==> src/rtl/sio_pkg.sv <==
package sio_pkg;

  // Clock source codes held in mode bits 7:5
  typedef enum logic [2:0] {
    CS_EXT  = 3'b000,
    CS_TMR  = 3'b001,
    CS_CPU0 = 3'b010,
    CS_CPU1 = 3'b011,
    CS_SLOW = 3'b100,
    CS_RSV0 = 3'b101,
    CS_RSV1 = 3'b110,
    CS_FAST = 3'b111
  } clk_sel_e;

  localparam int MODE_W = 8;
  // Bit 4 is unused and bit 3 (start) is not stored in the mode register
  localparam logic [MODE_W-1:0] MODE_KEEP = 8'hE7;

  function automatic logic is_cpu_src(clk_sel_e s);
    return (s == CS_CPU0) || (s == CS_CPU1);
  endfunction

endpackage

==> src/rtl/sio_clkgen.sv <==
module sio_clkgen
  import sio_pkg::*;
#(
  parameter int DIV_SLOW = 1024,
  parameter int DIV_FAST = 16,
  parameter int SYNC_N   = 2
) (
  input  logic     clk,
  input  logic     rst,
  input  clk_sel_e sel,
  input  logic     cpu_div64,
  input  logic     cpu_tick,
  input  logic     tmr_tick,
  input  logic     sck_in,
  input  logic     run,
  output logic     fall_ev,
  output logic     rise_ev,
  output logic     sck_lvl,
  output logic     sck_out,
  output logic     sck_oe
);

  localparam int HALF_S = DIV_SLOW / 2;
  localparam int HALF_F = DIV_FAST / 2;
  localparam int PW     = $clog2(HALF_S);
  localparam int FW     = $clog2(HALF_F);

  logic [PW-1:0]   pre_q;
  logic            slow_tick, fast_tick, tick, int_src;
  logic            sck_q;
  logic [SYNC_N:0] sync_q;
  logic            ext_lvl, ext_prev;

  // Free-running prescaler shared by both fixed divisions
  always_ff @(posedge clk) begin
    if (rst) pre_q <= '0;
    else     pre_q <= pre_q + 1'b1;
  end

  assign slow_tick = &pre_q;
  assign fast_tick = &pre_q[FW-1:0];
  assign int_src   = (sel != CS_EXT);

  always_comb begin
    case (sel)
      CS_TMR:           tick = tmr_tick;
      CS_CPU0, CS_CPU1: tick = cpu_tick;
      CS_SLOW:          tick = slow_tick;
      CS_FAST:          tick = fast_tick & ~cpu_div64;
      default:          tick = 1'b0;
    endcase
  end

  // Internal serial clock: idles high, toggles on every source tick
  always_ff @(posedge clk) begin
    if (rst)                  sck_q <= 1'b1;
    else if (!run)            sck_q <= 1'b1;
    else if (int_src && tick) sck_q <= ~sck_q;
  end

  // External clock synchronizer with one extra stage for edge detection
  always_ff @(posedge clk) begin
    if (rst) sync_q <= '1;
    else     sync_q <= {sync_q[SYNC_N-1:0], sck_in};
  end

  assign ext_lvl  = sync_q[SYNC_N-1];
  assign ext_prev = sync_q[SYNC_N];

  assign fall_ev = run & (int_src ? (tick & sck_q)  : (ext_prev & ~ext_lvl));
  assign rise_ev = run & (int_src ? (tick & ~sck_q) : (~ext_prev & ext_lvl));
  assign sck_lvl = int_src ? sck_q : ext_lvl;
  assign sck_out = sck_q;
  assign sck_oe  = int_src;

endmodule

==> src/rtl/sio_shifter.sv <==
module sio_shifter #(
  parameter int W  = 8,
  parameter int CW = $clog2(W)
) (
  input  logic         clk,
  input  logic         rst,
  input  logic         load,
  input  logic [W-1:0] ldata,
  input  logic         lsb_sel,
  input  logic         clr_cnt,
  input  logic         fall_ev,
  input  logic         rise_ev,
  input  logic         si,
  input  logic         txen,
  output logic [W-1:0] data,
  output logic         so,
  output logic         wrap
);

  localparam logic [CW-1:0] LAST = CW'(W - 1);

  logic [W-1:0]  sreg;
  logic [CW-1:0] cnt;
  logic          lsb_q;
  logic          so_q;

  // Buffer: a CPU load wins over shifting; the order is latched with the load
  always_ff @(posedge clk) begin
    if (rst) begin
      sreg  <= '0;
      lsb_q <= 1'b0;
    end else if (load) begin
      sreg  <= ldata;
      lsb_q <= lsb_sel;
    end else if (rise_ev) begin
      sreg <= lsb_q ? {si, sreg[W-1:1]} : {sreg[W-2:0], si};
    end
  end

  always_ff @(posedge clk) begin
    if (rst)          cnt <= '0;
    else if (clr_cnt) cnt <= '0;
    else if (rise_ev) cnt <= (cnt == LAST) ? '0 : cnt + 1'b1;
  end

  always_ff @(posedge clk) begin
    if (rst)          so_q <= 1'b1;
    else if (fall_ev) so_q <= txen ? (lsb_q ? sreg[0] : sreg[W-1]) : 1'b1;
  end

  assign data = sreg;
  assign so   = so_q;
  assign wrap = rise_ev & ~clr_cnt & (cnt == LAST);

endmodule

==> src/rtl/sio_ctrl.sv <==
module sio_ctrl
  import sio_pkg::*;
#(
  parameter int W        = 8,
  parameter int DIV_SLOW = 1024,
  parameter int DIV_FAST = 16
) (
  input  logic         clk,
  input  logic         rst,
  input  logic         mode_wr,
  input  logic [7:0]   mode_wdata,
  input  logic         start_set,
  input  logic         buf_wr,
  input  logic [W-1:0] buf_wdata,
  input  logic         buf_rd,
  output logic [W-1:0] buf_rdata,
  input  logic         cpu_tick,
  input  logic         cpu_div64,
  input  logic         tmr_tick,
  input  logic         sck_in,
  output logic         sck_out,
  output logic         sck_oe,
  input  logic         si,
  output logic         so,
  output logic         irq
);

  logic [MODE_W-1:0] mode_q;
  logic              start_q, busy_q, irq_q;
  logic [W-1:0]      rdata_q;
  logic              start_req, run, acc_ok, load;
  logic              fall_ev, rise_ev, sck_lvl, wrap;
  logic [W-1:0]      sh_data;
  clk_sel_e          mode_sel;
  logic              mode_en, mode_txen, mode_lsb;

  assign mode_sel  = clk_sel_e'(mode_q[7:5]);
  assign mode_en   = mode_q[2];
  assign mode_txen = mode_q[1];
  assign mode_lsb  = mode_q[0];

  assign start_req = start_set | (mode_wr & mode_wdata[3]);
  assign run       = busy_q & mode_en;
  assign acc_ok    = is_cpu_src(mode_sel) | ~busy_q | sck_lvl;
  assign load      = buf_wr & acc_ok;

  always_ff @(posedge clk) begin
    if (rst) mode_q <= '0;
    else if (mode_wr) mode_q <= mode_wdata & MODE_KEEP;
  end

  // Start, busy and completion flag; a start write has the last word
  always_ff @(posedge clk) begin
    if (rst) begin
      start_q <= 1'b0;
      busy_q  <= 1'b0;
      irq_q   <= 1'b0;
    end else begin
      if (wrap) begin
        busy_q <= 1'b0;
        irq_q  <= 1'b1;
      end
      if (start_req) begin
        start_q <= 1'b1;
        irq_q   <= 1'b0;
      end else if (start_q && mode_en) begin
        start_q <= 1'b0;
        busy_q  <= 1'b1;
      end
    end
  end

  always_ff @(posedge clk) begin
    if (rst) rdata_q <= '0;
    else if (buf_rd && acc_ok) rdata_q <= sh_data;
  end

  sio_clkgen #(
    .DIV_SLOW(DIV_SLOW),
    .DIV_FAST(DIV_FAST)
  ) u_clkgen (
    .clk      (clk),
    .rst      (rst),
    .sel      (mode_sel),
    .cpu_div64(cpu_div64),
    .cpu_tick (cpu_tick),
    .tmr_tick (tmr_tick),
    .sck_in   (sck_in),
    .run      (run),
    .fall_ev  (fall_ev),
    .rise_ev  (rise_ev),
    .sck_lvl  (sck_lvl),
    .sck_out  (sck_out),
    .sck_oe   (sck_oe)
  );

  sio_shifter #(.W(W)) u_shifter (
    .clk    (clk),
    .rst    (rst),
    .load   (load),
    .ldata  (buf_wdata),
    .lsb_sel(mode_lsb),
    .clr_cnt(start_req),
    .fall_ev(fall_ev),
    .rise_ev(rise_ev),
    .si     (si),
    .txen   (mode_txen),
    .data   (sh_data),
    .so     (so),
    .wrap   (wrap)
  );

  assign buf_rdata = rdata_q;
  assign irq       = irq_q;

endmodule

==> config.mk <==
export PLATFORM = sky130hd
export DESIGN_NAME = sio_ctrl
export DESIGN_NICKNAME = d
export VERILOG_FILES = /design/src/rtl/sio_pkg.sv /design/src/rtl/sio_clkgen.sv /design/src/rtl/sio_shifter.sv /design/src/rtl/sio_ctrl.sv
export SDC_FILE = /design/constraint.sdc
export NUM_CORES = 1
export LEC_CHECK = 0
export BUFFER_PORTS_ARGS = -buffer_cell sky130_fd_sc_hd__buf_4
export CAP_MARGIN = 5
export CORE_MARGIN = 2
export CORE_UTILIZATION = 35
export CTS_CLUSTER_DIAMETER = 100
export CTS_CLUSTER_SIZE = 14
export DETAILED_ROUTE_END_ITERATION = 10
export GPL_TIMING_DRIVEN = 0
export SYNTH_ARGS = -nofsm -noshare
export SYNTH_HDL_FRONTEND = slang
export SYNTH_HIERARCHICAL = 1
export SYNTH_SLANG_ARGS = --single-unit
==> constraint.sdc <==
create_clock -name clk -period 2.75 [get_ports clk]
set_input_delay 0.275 -clock clk [delete_from_list [all_inputs] [get_ports clk]]
set_output_delay 0.275 -clock clk [all_outputs]
set_load 0.05 [all_outputs]
==> results of run 1 <==
[registers in the layout, indices dropped and copies added, names as in the netlist]
register / flops
u_clkgen/pre_q: 9
buf_rdata: 8
u_shifter/data: 8
mode_q: 6
u_clkgen/sync_q: 3
u_shifter/cnt: 3
busy_q: 1
irq: 1
start_q: 1
u_clkgen/sck_out: 1
u_shifter/lsb_q: 1
u_shifter/so: 1
[placed cells by master (no fill, tap or decap), types with 2 or more instances in the layout]
cell type	n
clkbuf_8	7
clkbuf_1	6
or4b_2	3
mux2i_1	26
dfxtp_1	41
or2_2	3
ha_1	3
o221ai_1	2
or4b_1	4
o21ai_0	2
inv_1	9
xnor2_1	3
nand3b_1	4
nand2b_1	18
or3b_1	2
buf_6	3
nor2_1	14
a21oi_1	5
or3_1	3
o221ai_2	4
buf_2	3
buf_4	43
nor2b_1	3
nand3_1	2
nand2_1	10
o211ai_2	2
nor3_1	4
[worst max path at each step]
stage                                  from                              to  slack (ns)
3_3_place_gp   u_clkgen/pre_q[0]$_SDFF_PP0_   u_shifter/cnt[0]$_SDFFE_PP0P_       -0.28
3_5_place_dp   u_clkgen/pre_q[0]$_SDFF_PP0_   u_shifter/cnt[0]$_SDFFE_PP0P_       -0.26
5_1_grt        u_clkgen/pre_q[1]$_SDFF_PP0_   u_shifter/cnt[0]$_SDFFE_PP0P_       -0.07
2_1_floorplan  u_clkgen/pre_q[0]$_SDFF_PP0_   u_shifter/cnt[0]$_SDFFE_PP0P_        0.08
4_1_cts        u_clkgen/pre_q[1]$_SDFF_PP0_  u_shifter/data[1]$_SDFFE_PP0P_       0.001
6_report       u_clkgen/pre_q[1]$_SDFF_PP0_   u_shifter/cnt[0]$_SDFFE_PP0P_        0.09
[worst max-delay path: stages, from the launching register on]
cell and delay, ns:
dfxtp_2 0.37, ha_4 0.16, nand3_4 0.09, nor3_4 0.19, ha_2 0.17, or3b_4 0.37
a32oi_2 0.26, nand2_2 0.11, o32ai_4 0.15, buf_6 0.17, or3b_1 0.36, a211oi_2 0.20
[per-layer routing]
| layer | global-route usage | part of all wire | vias up |
|---|---|---|---|
| met3 | 0.0385 | 0.049 | 5 |
| li1 | - | - | 813 |
| met4 | 0.0559 | 0.013 | 0 |
| met1 | 0.187 | 0.48 | 719 |
| met2 | 0.214 | 0.46 | 31 |
| met5 | 0 | 0 | - |
[metrics by stage]
stage | hold WS [ns] | total power [µW] | setup slack [ns]
2_1_floorplan | 0.347 | 775 | 0.0843
3_3_place_gp | 0.392 | 833 | -0.283
3_5_place_dp | 0.394 | 834 | -0.257
4_1_cts | 0.153 | 1270 | 0.00120
5_1_grt | 0.151 | 1340 | -0.0736
6_report | 0.163 | 1270 | 0.0936
[layout make-up]
cell class                      count  share of cell area
Multi-Input combinational cell    139               0.436
Sequential cell                    43               0.330
Timing Repair Buffer               43               0.123
Clock buffer                        8              0.0381
Tap cell                           72              0.0343
Buffer                             11              0.0257
Inverter                            9              0.0129
[power groups by stage]
stage	sequential (µW)	combinational, µW	clock (µW)
after global routing	672	181	482
after detailed placement	681	153	0
after global placement	681	152	0
after floorplan	690	84.8	0
after CTS	667	155	450
final	669	165	436
[timing repair]
item,CTS,global route
hold endpoints to repair,0,0
setup buffers,0,7
gates resized for setup,6,16
pin swaps,1,8
setup endpoints to repair,13,11
[kinds of logic (layout without fill, tap and decap cells)]
logic type | count (synthesis) | count (layout)
simple gates | 80 | 80
mux | 27 | 27
flops | 43 | 43
compound gates | 23 | 23
fa+ha+maj | 5 | 5
buf+inv | 20 | 71
xor+xnor | 4 | 4
==> key figures, run 1 <==
Outcome
  • Status: finished, final reports clean

Yosys
  • Multiplexer share of the synthesized area: 0.135
  • Unique masters post-synth: 38
  • Synthesized area per cell: 9.95 µm²
  • Synthesized area: 2010 µm²
  • Mapped Nets: 234
  • Ranking of synthesized cells by area: dfxtp_1 43%, mux2i_1 13%, nand2b_1 5.6%
  • Fraction of the mapped netlist area in adder cells: 0.0311
  • Synth Instances: 202
  • Area leader, netlist: dfxtp_1
  • Synthesized flop and latch total: 43
  • Largest family of logic cells by synthesized area: simple AND/OR/NAND/NOR gates
  • Synth top cells by count: 43 x dfxtp_1, 26 x mux2i_1, 18 x nand2b_1
  • Post-synthesis simple-gate area fraction: 0.240
  • Synth top area share: 0.428
  • YS warnings: 6
  • Synth Area in XOR/XNOR: 0.0174
  • Post-synth EDFFs: 0
  • Complex-gate fraction of the synthesized area: 0.101
  • Sequential element share of the synthesized area: 0.428
  • Synth Flop Type: dfxtp_1
  • Most frequent cell after synthesis: dfxtp_1
  • Async set or reset register ratio after synthesis: 0

GRT
  • Pin count of the biggest net entering global routing: 17
  • Number of global-route vias before repair: 1471
  • Initial antenna violation count: 0
  • GR Util All Layers: 0.140
  • Global-route wire length before repair: 6900 µm
  • Total grt overflow: 0

STA
  • Final hold vios: 0
  • Slew Limit Fails: 0
  • Period utilisation layout: 0.966
  • Fmax: between 300 and 400 MHz
  • Setup_tns: 0 ns
  • Post-route minimum period: 2.66 ns
  • Actual slew at the worst max-slew pin: 0.796 ns
  • Worst slew margin: 0.467
  • # setup viols final: 0
  • RSZ-0062 raised after global routing: yes
  • Worst Skew: 0.00479 ns

Critical path
  • R2r worst-path depth: 11
  • Worst endpoint required time: 2.97 ns
  • RR Startpoint: u_clkgen/pre_q[1]$_SDFF_PP0_
  • Max FO, Critical Path: 7
  • Critical path type: flip-flop to flip-flop
  • CP Capture Type: flip-flop
  • Worst EP arrival: 2.88 ns
  • FF-to-FF End: u_shifter/cnt[0]$_SDFFE_PP0P_
  • CP Launch Type: flip-flop
  • Reg-to-reg slack, setup: 0.09 ns

Min path
  • Hold Crit Class: input port to flip-flop
  • Hold endpoint: u_clkgen/sync_q[0]$_SDFF_PP1_
  • Hold depth: 2
  • Beginning of the worst hold path: sck_in

Placement
  • Placed Cells: 310
  • Final Wtd Congestion: 0.773
  • HPWL Detailed: approximately 3000 µm
  • Placed inst area: 2370 µm²
  • IO Port Bufs: 36

Floorplanning
  • Initial Util: 0.363
  • Total core area: between 5000 and 6000 µm²
  • Row count: 27
  • Die W: 79.8 µm
  • Chip Height: approximately 80 µm
  • Die ar.: 6370 µm²
  • Io pins: 39

Power
  • Maximum VDD drop: slightly below 0.3 mV
  • Comb pwr share: 0.130
  • Flop pwr share: 0.527
  • Pwr dens: 484 nW/µm²
  • Psw: 313 µW
  • Clk pwr share: 0.343
  • P_int: 957 µW
  • Switch share: 0.246
  • Lkg Pwr: 0.00104 µW

Cells and area
  • Final #Nets: approximately 280
  • Area of the multi-input gates: 1140 µm²
  • Non-Filler Instances: around 330
  • Register area: 866 µm²
  • # diodes: 0
  • Final instance area: around 2600 µm²
  • Layout cells sized above 1: 0.332
  • Synth-to-Final Area Change: 30.6%
  • Layout Utilization: 0.474
  • Fill cell count: 570

Route
  • Wire length per cell: 13.0 µm
  • DR pass1 iterations: 4
  • Routed Antenna Nets: 0
  • Vias per std cell: 4.82
  • DRT iter0 DRCs: 75
  • Via count: between 1500 and 2000
  • Routed WL: 4230 µm
  • Post-route DRC: 0

Clock tree
  • Cts hold-fix bufs: 0
  • TritonCTS Sinks: 43
  • CTS clk-pin slew, worst paths: approximately 0.080 ns
  • Worst skew pair latency: 0.29 ns
  • TritonCTS buffer count: 5
  • Clock root buffer: clkbuf_8
  • H-tree levels: 2
  • CTS tree: built
  • Longest Clk Path Bufs: 2

Job
  • Max cap viols: 0
Power figures use the tool's default switching activity.
==> inputs of run 2 (changes only) <==
Settings changed: CELL_PAD_IN_SITES_DETAIL_PLACEMENT set to 0, CELL_PAD_IN_SITES_GLOBAL_PLACEMENT set to 2, CORE_UTILIZATION 35 to 30, PLACE_DENSITY_LB_ADDON set to 0.1.
==> run 2 against run 1 <==
Effect of this change: non-clock buffer count grew 3; first-iteration DRC count shrank 49%; combinational power shrank 2%; clock-buffer cell count shrank 1; sequential share of layout area shrank 0.40 points; core utilization shrank 6.0 points; total power shrank 3.3%; critical path depth is the same; routed wire length grew 8.3%; cell count grew 2.5%; largest power group unchanged.
==> key figures, run 2 (synthesis gave the netlist of run 1 again) <==
Floorplanning
  • Io pins: 39
  • Initial Util: 0.313
  • Chip Height: 85.9 µm
  • Die ar.: 7370 µm²
  • Row count: 29
  • Die W: 85.9 µm
  • Total core area: approximately 6400 µm²

Cells and area
  • Final #Nets: 287
  • # diodes: 0
  • Number of flip-flops under the largest register name: 9
  • Most frequent cells in the layout: 46 x buf_4, 41 x dfxtp_1, 26 x mux2i_1
  • Fill cell count: 672
  • Biggest register: u_clkgen/pre_q
  • Register area: 866 µm²
  • Leading cell type in the layout, fill and taps excluded: buf_4
  • Area of the multi-input gates: 1160 µm²
  • Synth-to-Final Area Change: 32.2%
  • Layout Utilization: 0.414
  • Final instance area: 2660 µm²
  • Layout cells sized above 1: 0.348

Critical path
  • Worst EP arrival: 2.94 ns
  • Largest stage delay, worst path: roughly 0.42 ns
  • Buffer and inverter count on the worst path: 1
  • Max FO, Critical Path: 8
  • CP Capture Type: flip-flop
  • CP Launch Type: flip-flop
  • RR Startpoint: u_clkgen/pre_q[1]$_SDFF_PP0_
  • Critical path type: flip-flop to flip-flop
  • Worst endpoint required time: between 2 and 3 ns
  • CP delay by family, top: simple AND/OR/NAND/NOR gates
  • Crit. Startpoint: u_clkgen/pre_q[1]$_SDFF_PP0_
  • CP cell instances: ha_4, nand3_4, nor3_4, ha_2, or3b_1, a32oi_2, nand2_2, o32ai_4, or3b_4, buf_8, o211ai_2
  • CP max stage cell: or3b_4

GRT
  • Pin count of the biggest net entering global routing: 17
  • Total grt overflow: 0
  • Global-route wire length before repair: 7550 µm
  • GR Util All Layers: 0.130
  • Number of global-route vias before repair: 1493
  • Initial antenna violation count: 0

STA
  • Post-route minimum period: 2.71 ns
  • Setup_tns: 0 ns
  • RSZ-0062 raised after global routing: yes
  • # setup viols final: 0
  • Period utilisation layout: 0.985
  • Final hold vios: 0
  • Slew Limit Fails: 0
  • Fmax: 369 MHz
  • Actual slew at the worst max-slew pin: just under 0.8 ns
  • Worst slew margin: 0.470
  • Worst Skew: 0.00675 ns
  • Hold Worst Slack: 0.156 ns

Clock tree
  • Cts hold-fix bufs: 0
  • Worst skew pair latency: 0.30 ns
  • Clock root buffer: clkbuf_8
  • CTS tree: built
  • CTS clk-pin slew, worst paths: 0.08 ns
  • H-tree levels: 2
  • TritonCTS Sinks: 43
  • TritonCTS buffer count: 5
  • Longest Clk Path Bufs: 2

Power
  • Lkg Pwr: between 0.001 and 0.0015 µW
  • Pwr dens: 462 nW/µm²
  • Maximum VDD drop: 0.221 mV
  • Pwr Total: approximately 1200 µW

Route
  • Post-route DRC: 0
  • Wire length per cell: about 14 µm
  • DRT iter0 DRCs: 38
  • Routed WL: 4580 µm
  • Via count: 1594
  • Vias per std cell: 4.79
  • DR pass1 iterations: 5
  • Routed Antenna Nets: 0

Min path
  • Beginning of the worst hold path: sck_in
  • Hold Crit Class: input port to flip-flop

Placement
  • Placed inst area: 2380 µm²
  • Final Wtd Congestion: 0.700
  • IO Port Bufs: 36
  • HPWL Detailed: 3200 µm

Job
  • Max cap viols: 0

Outcome
  • Status: finished, final reports clean
## run 2: area by class of cell
type                    instances  area share
plain buffers                  11      0.0268
clock buffers                   7      0.0287
clock inverters                 1     0.00188
inverters                       9      0.0127
multi-input cells             139       0.438
flip-flops and latches         43       0.326
well taps                      77      0.0363
repair buffers                 46       0.130
## run 2: timing repair
action | in CTS | in global routing
setup buffers | 4 | 6
gates resized for setup | 7 | 21
gates cloned | 0 | 0
pin swaps | 2 | 9
setup endpoints to repair | 13 | 12
## run 2: where the power goes
group          total [µW]  internal (µW)  switching [µW]
registers             669            646            23.1
logic                 161           78.0            83.5
clock network         397            179             219
total                1230            903             325
## run 2: worst paths after layout
| kind | end | slack (ns) | cells after the start |
|---|---|---|---|
| setup reg to reg | u_shifter/data[2]$_SDFFE_PP0P_ | 0.04 | 11 |
| setup / recovery | u_shifter/data[2]$_SDFFE_PP0P_ | 0.04 | 11 |
| hold / removal | u_clkgen/sync_q[0]$_SDFF_PP1_ | 0.16 | 2 |
| hold reg to reg | u_clkgen/sync_q[1]$_SDFF_PP1_ | 0.43 | 1 |
## run 2: layer usage
metal | wire [µm] | track usage | up-vias
li1 | - | - | 821
met3 | 163 | 0.0337 | 5
met1 | 2300 | 0.186 | 742
met4 | 58 | 0.0390 | 0
met2 | 2060 | 0.193 | 26
met5 | 0 | 0 | -
## run 2: through the flow
| step | instances | setup slack, ns |
|---|---|---|
| 6_report | 333 | 0.0411 |
| 5_1_grt | 333 | -0.119 |
| 4_1_cts | 327 | 0.00170 |
| 3_5_place_dp | 315 | -0.331 |
| 3_3_place_gp | 315 | -0.377 |
| 2_1_floorplan | 202 | 0.0843 |
==> inputs of run 3 (changes only) <==
Settings changed: BUFFER_PORTS_ARGS -buffer_cell sky130_fd_sc_hd__buf_4 to unset, CORE_UTILIZATION 30 to 35, DONT_BUFFER_PORTS set to 1, MAX_ROUTING_LAYER set to met4.
==> run 3 against run 2 <==
Effect of this change: worst hold slack worse by 0.12 ns; worst setup slack better by 0.047 ns; critical endpoint is now u_shifter/data[7]$_SDFFE_PP0P_; via count fell by 7.1%; register-to-register slack improved by 0.05 ns; total power rose by 1.1%; sequential power is 2% higher; sequential share of layout area up 4.2 points; critical path depth did not move; global-route usage increased by 2.7 points; non-clock buffer count shrank 41.
==> key figures, run 3 (synthesis gave the netlist of run 1 again) <==
Critical path
  • CP Capture Type: flip-flop
  • Reg-to-reg slack, setup: approximately 0.09 ns
  • CP cell instances: ha_4, nand3_4, nor3_4, ha_2, or3b_4, a32oi_2, nand2_2, o32ai_4, or3b_1, buf_6, o211ai_2
  • CP Launch Type: flip-flop
  • Worst endpoint required time: between 2 and 3 ns
  • CP max stage cell: or3b_1
  • Max FO, Critical Path: 8
  • Critical path type: flip-flop to flip-flop
  • CP delay by family, top: simple AND/OR/NAND/NOR gates
  • Largest stage delay, worst path: 0.39 ns
  • Worst EP arrival: 2.88 ns
  • Buffer and inverter count on the worst path: 1

STA
  • Slew Limit Fails: 0
  • Actual slew at the worst max-slew pin: 0.696 ns
  • RSZ-0062 raised after global routing: yes
  • # setup viols final: 0
  • Setup_tns: 0 ns
  • Worst Skew: roughly 0.009 ns
  • Period utilisation layout: 0.968
  • Post-route minimum period: 2.66 ns
  • Worst slew margin: 0.535
  • Final setup margin: 0.0877 ns
  • Final hold vios: 0
  • Fmax: about 380 MHz

Power
  • Lkg Pwr: 0.000861 µW
  • Pwr dens: 525 nW/µm²
  • Maximum VDD drop: 0.280 mV

Clock tree
  • Clock root buffer: clkbuf_8
  • Longest Clk Path Bufs: 2
  • CTS clk-pin slew, worst paths: 0.08 ns
  • H-tree levels: 2
  • Worst skew pair latency: 0.29 ns
  • TritonCTS buffer count: 5
  • TritonCTS Sinks: 43
  • CTS tree: built

Cells and area
  • Leading cell type in the layout, fill and taps excluded: dfxtp_1
  • Non-Filler Instances: 287
  • Most frequent cells in the layout: 41 x dfxtp_1, 26 x mux2i_1, 18 x nand2b_1
  • Final instance area: 2360 µm²
  • Number of flip-flops under the largest register name: 9
  • # diodes: 0
  • Fill cell count: 569
  • Biggest register: u_clkgen/pre_q
  • Layout cells sized above 1: 0.233
  • Synth-to-Final Area Change: 17.5%
  • Final #Nets: roughly 250

Placement
  • Placed Cells: 274
  • Placed inst area: 2100 µm²
  • HPWL Detailed: 3260 µm
  • IO Port Bufs: 0
  • Dpl ws: -0.341 ns
  • Final Wtd Congestion: a little over 0.7

GRT
  • Initial antenna violation count: 0
  • Pin count of the biggest net entering global routing: 17
  • Number of global-route vias before repair: 1543
  • Total grt overflow: 0
  • GR Util All Layers: 0.158
  • Global-route wire length before repair: 7440 µm

Min path
  • Hold Crit Class: input port to flip-flop

Route
  • Routed Antenna Nets: 0
  • DR pass1 iterations: 4
  • Post-route DRC: 0
  • Via count: 1481
  • Vias per std cell: 5.16
  • DRT iter0 DRCs: 65
  • Routed WL: 4620 µm
  • Wire length per cell: 16.1 µm

Floorplanning
  • Chip Height: between 70 and 80 µm
  • Row count: 27
  • Die W: about 80 µm
  • Initial Util: 0.363
  • Die ar.: 6370 µm²
  • Total core area: 5540 µm²
  • Io pins: 39

Job
  • Max cap viols: 0

Outcome
  • Status: finished, final reports clean
==> run 3: layout make-up <==
| cell class | count | area, µm² | share of cell area |
|---|---|---|---|
| buffer | 11 | 68.8 | 0.0291 |
| clock buffer | 8 | 100 | 0.0424 |
| inverter | 9 | 33.8 | 0.0143 |
| multi-input combinational | 139 | 1160 | 0.493 |
| sequential | 43 | 868 | 0.368 |
| tap | 72 | 90.1 | 0.0381 |
| timing repair buffer | 5 | 37.5 | 0.0159 |
==> run 3: path summary, 6_finish.rpt <==
check | start | endpoint | cells after the start
hold / removal | rst | u_clkgen/pre_q[1]$_SDFF_PP0_ | 1
setup / recovery | u_clkgen/pre_q[1]$_SDFF_PP0_ | u_shifter/data[7]$_SDFFE_PP0P_ | 11
hold reg to reg | u_clkgen/sync_q[0]$_SDFF_PP1_ | u_clkgen/sync_q[1]$_SDFF_PP1_ | 1
setup reg to reg | u_clkgen/pre_q[1]$_SDFF_PP0_ | u_shifter/data[7]$_SDFFE_PP0P_ | 11
==> run 3: stage by stage <==
| step | hold WS [ns] | power [µW] | util |
|---|---|---|---|
| global route | 0.0138 | 1300 | 0.426 |
| floorplan | 0.347 | 775 | - |
| detailed placement | 0.350 | 798 | 0.379 |
| finish | 0.0323 | 1240 | 0.426 |
| CTS | 0.0246 | 1250 | 0.412 |
| global placement | 0.349 | 794 | 0.379 |
==> run 3: where the power goes <==
part	switching (µW)	total, µW	internal (µW)
registers	38.9	685	646
logic	60.9	113	52.6
clock network	213	443	229
total	313	1240	928
==> run 3: worst register-to-register path: cells and delay by family (launching register included) <==
| family | cells | cell delay [ns] |
|---|---|---|
| adder cells (fa/ha/maj) | 2 | 0.33 |
| buffers and inverters | 1 | 0.16 |
| flip-flops | 1 | 0.38 |
| AND/OR/NAND/NOR | 5 | 1.15 |
| AO/OA/AOI/OAI | 3 | 0.58 |
==> run 3: repair_timing <==
item,in CTS,in global routing
pin swaps,3,8
hold buffers,0,0
buffers inserted,2,3
resized for setup,14,12
endpoints found under the setup margin,14,14
==> run 3: layer usage <==
layer / routed length [µm] / track usage / vias to the layer above
met5: 0 / - / -
met4: 43 / 0.0576 / 0
met3: 213 / 0.0430 / 5
met2: 2380 / 0.263 / 28
met1: 1980 / 0.182 / 709
li1: - / - / 739
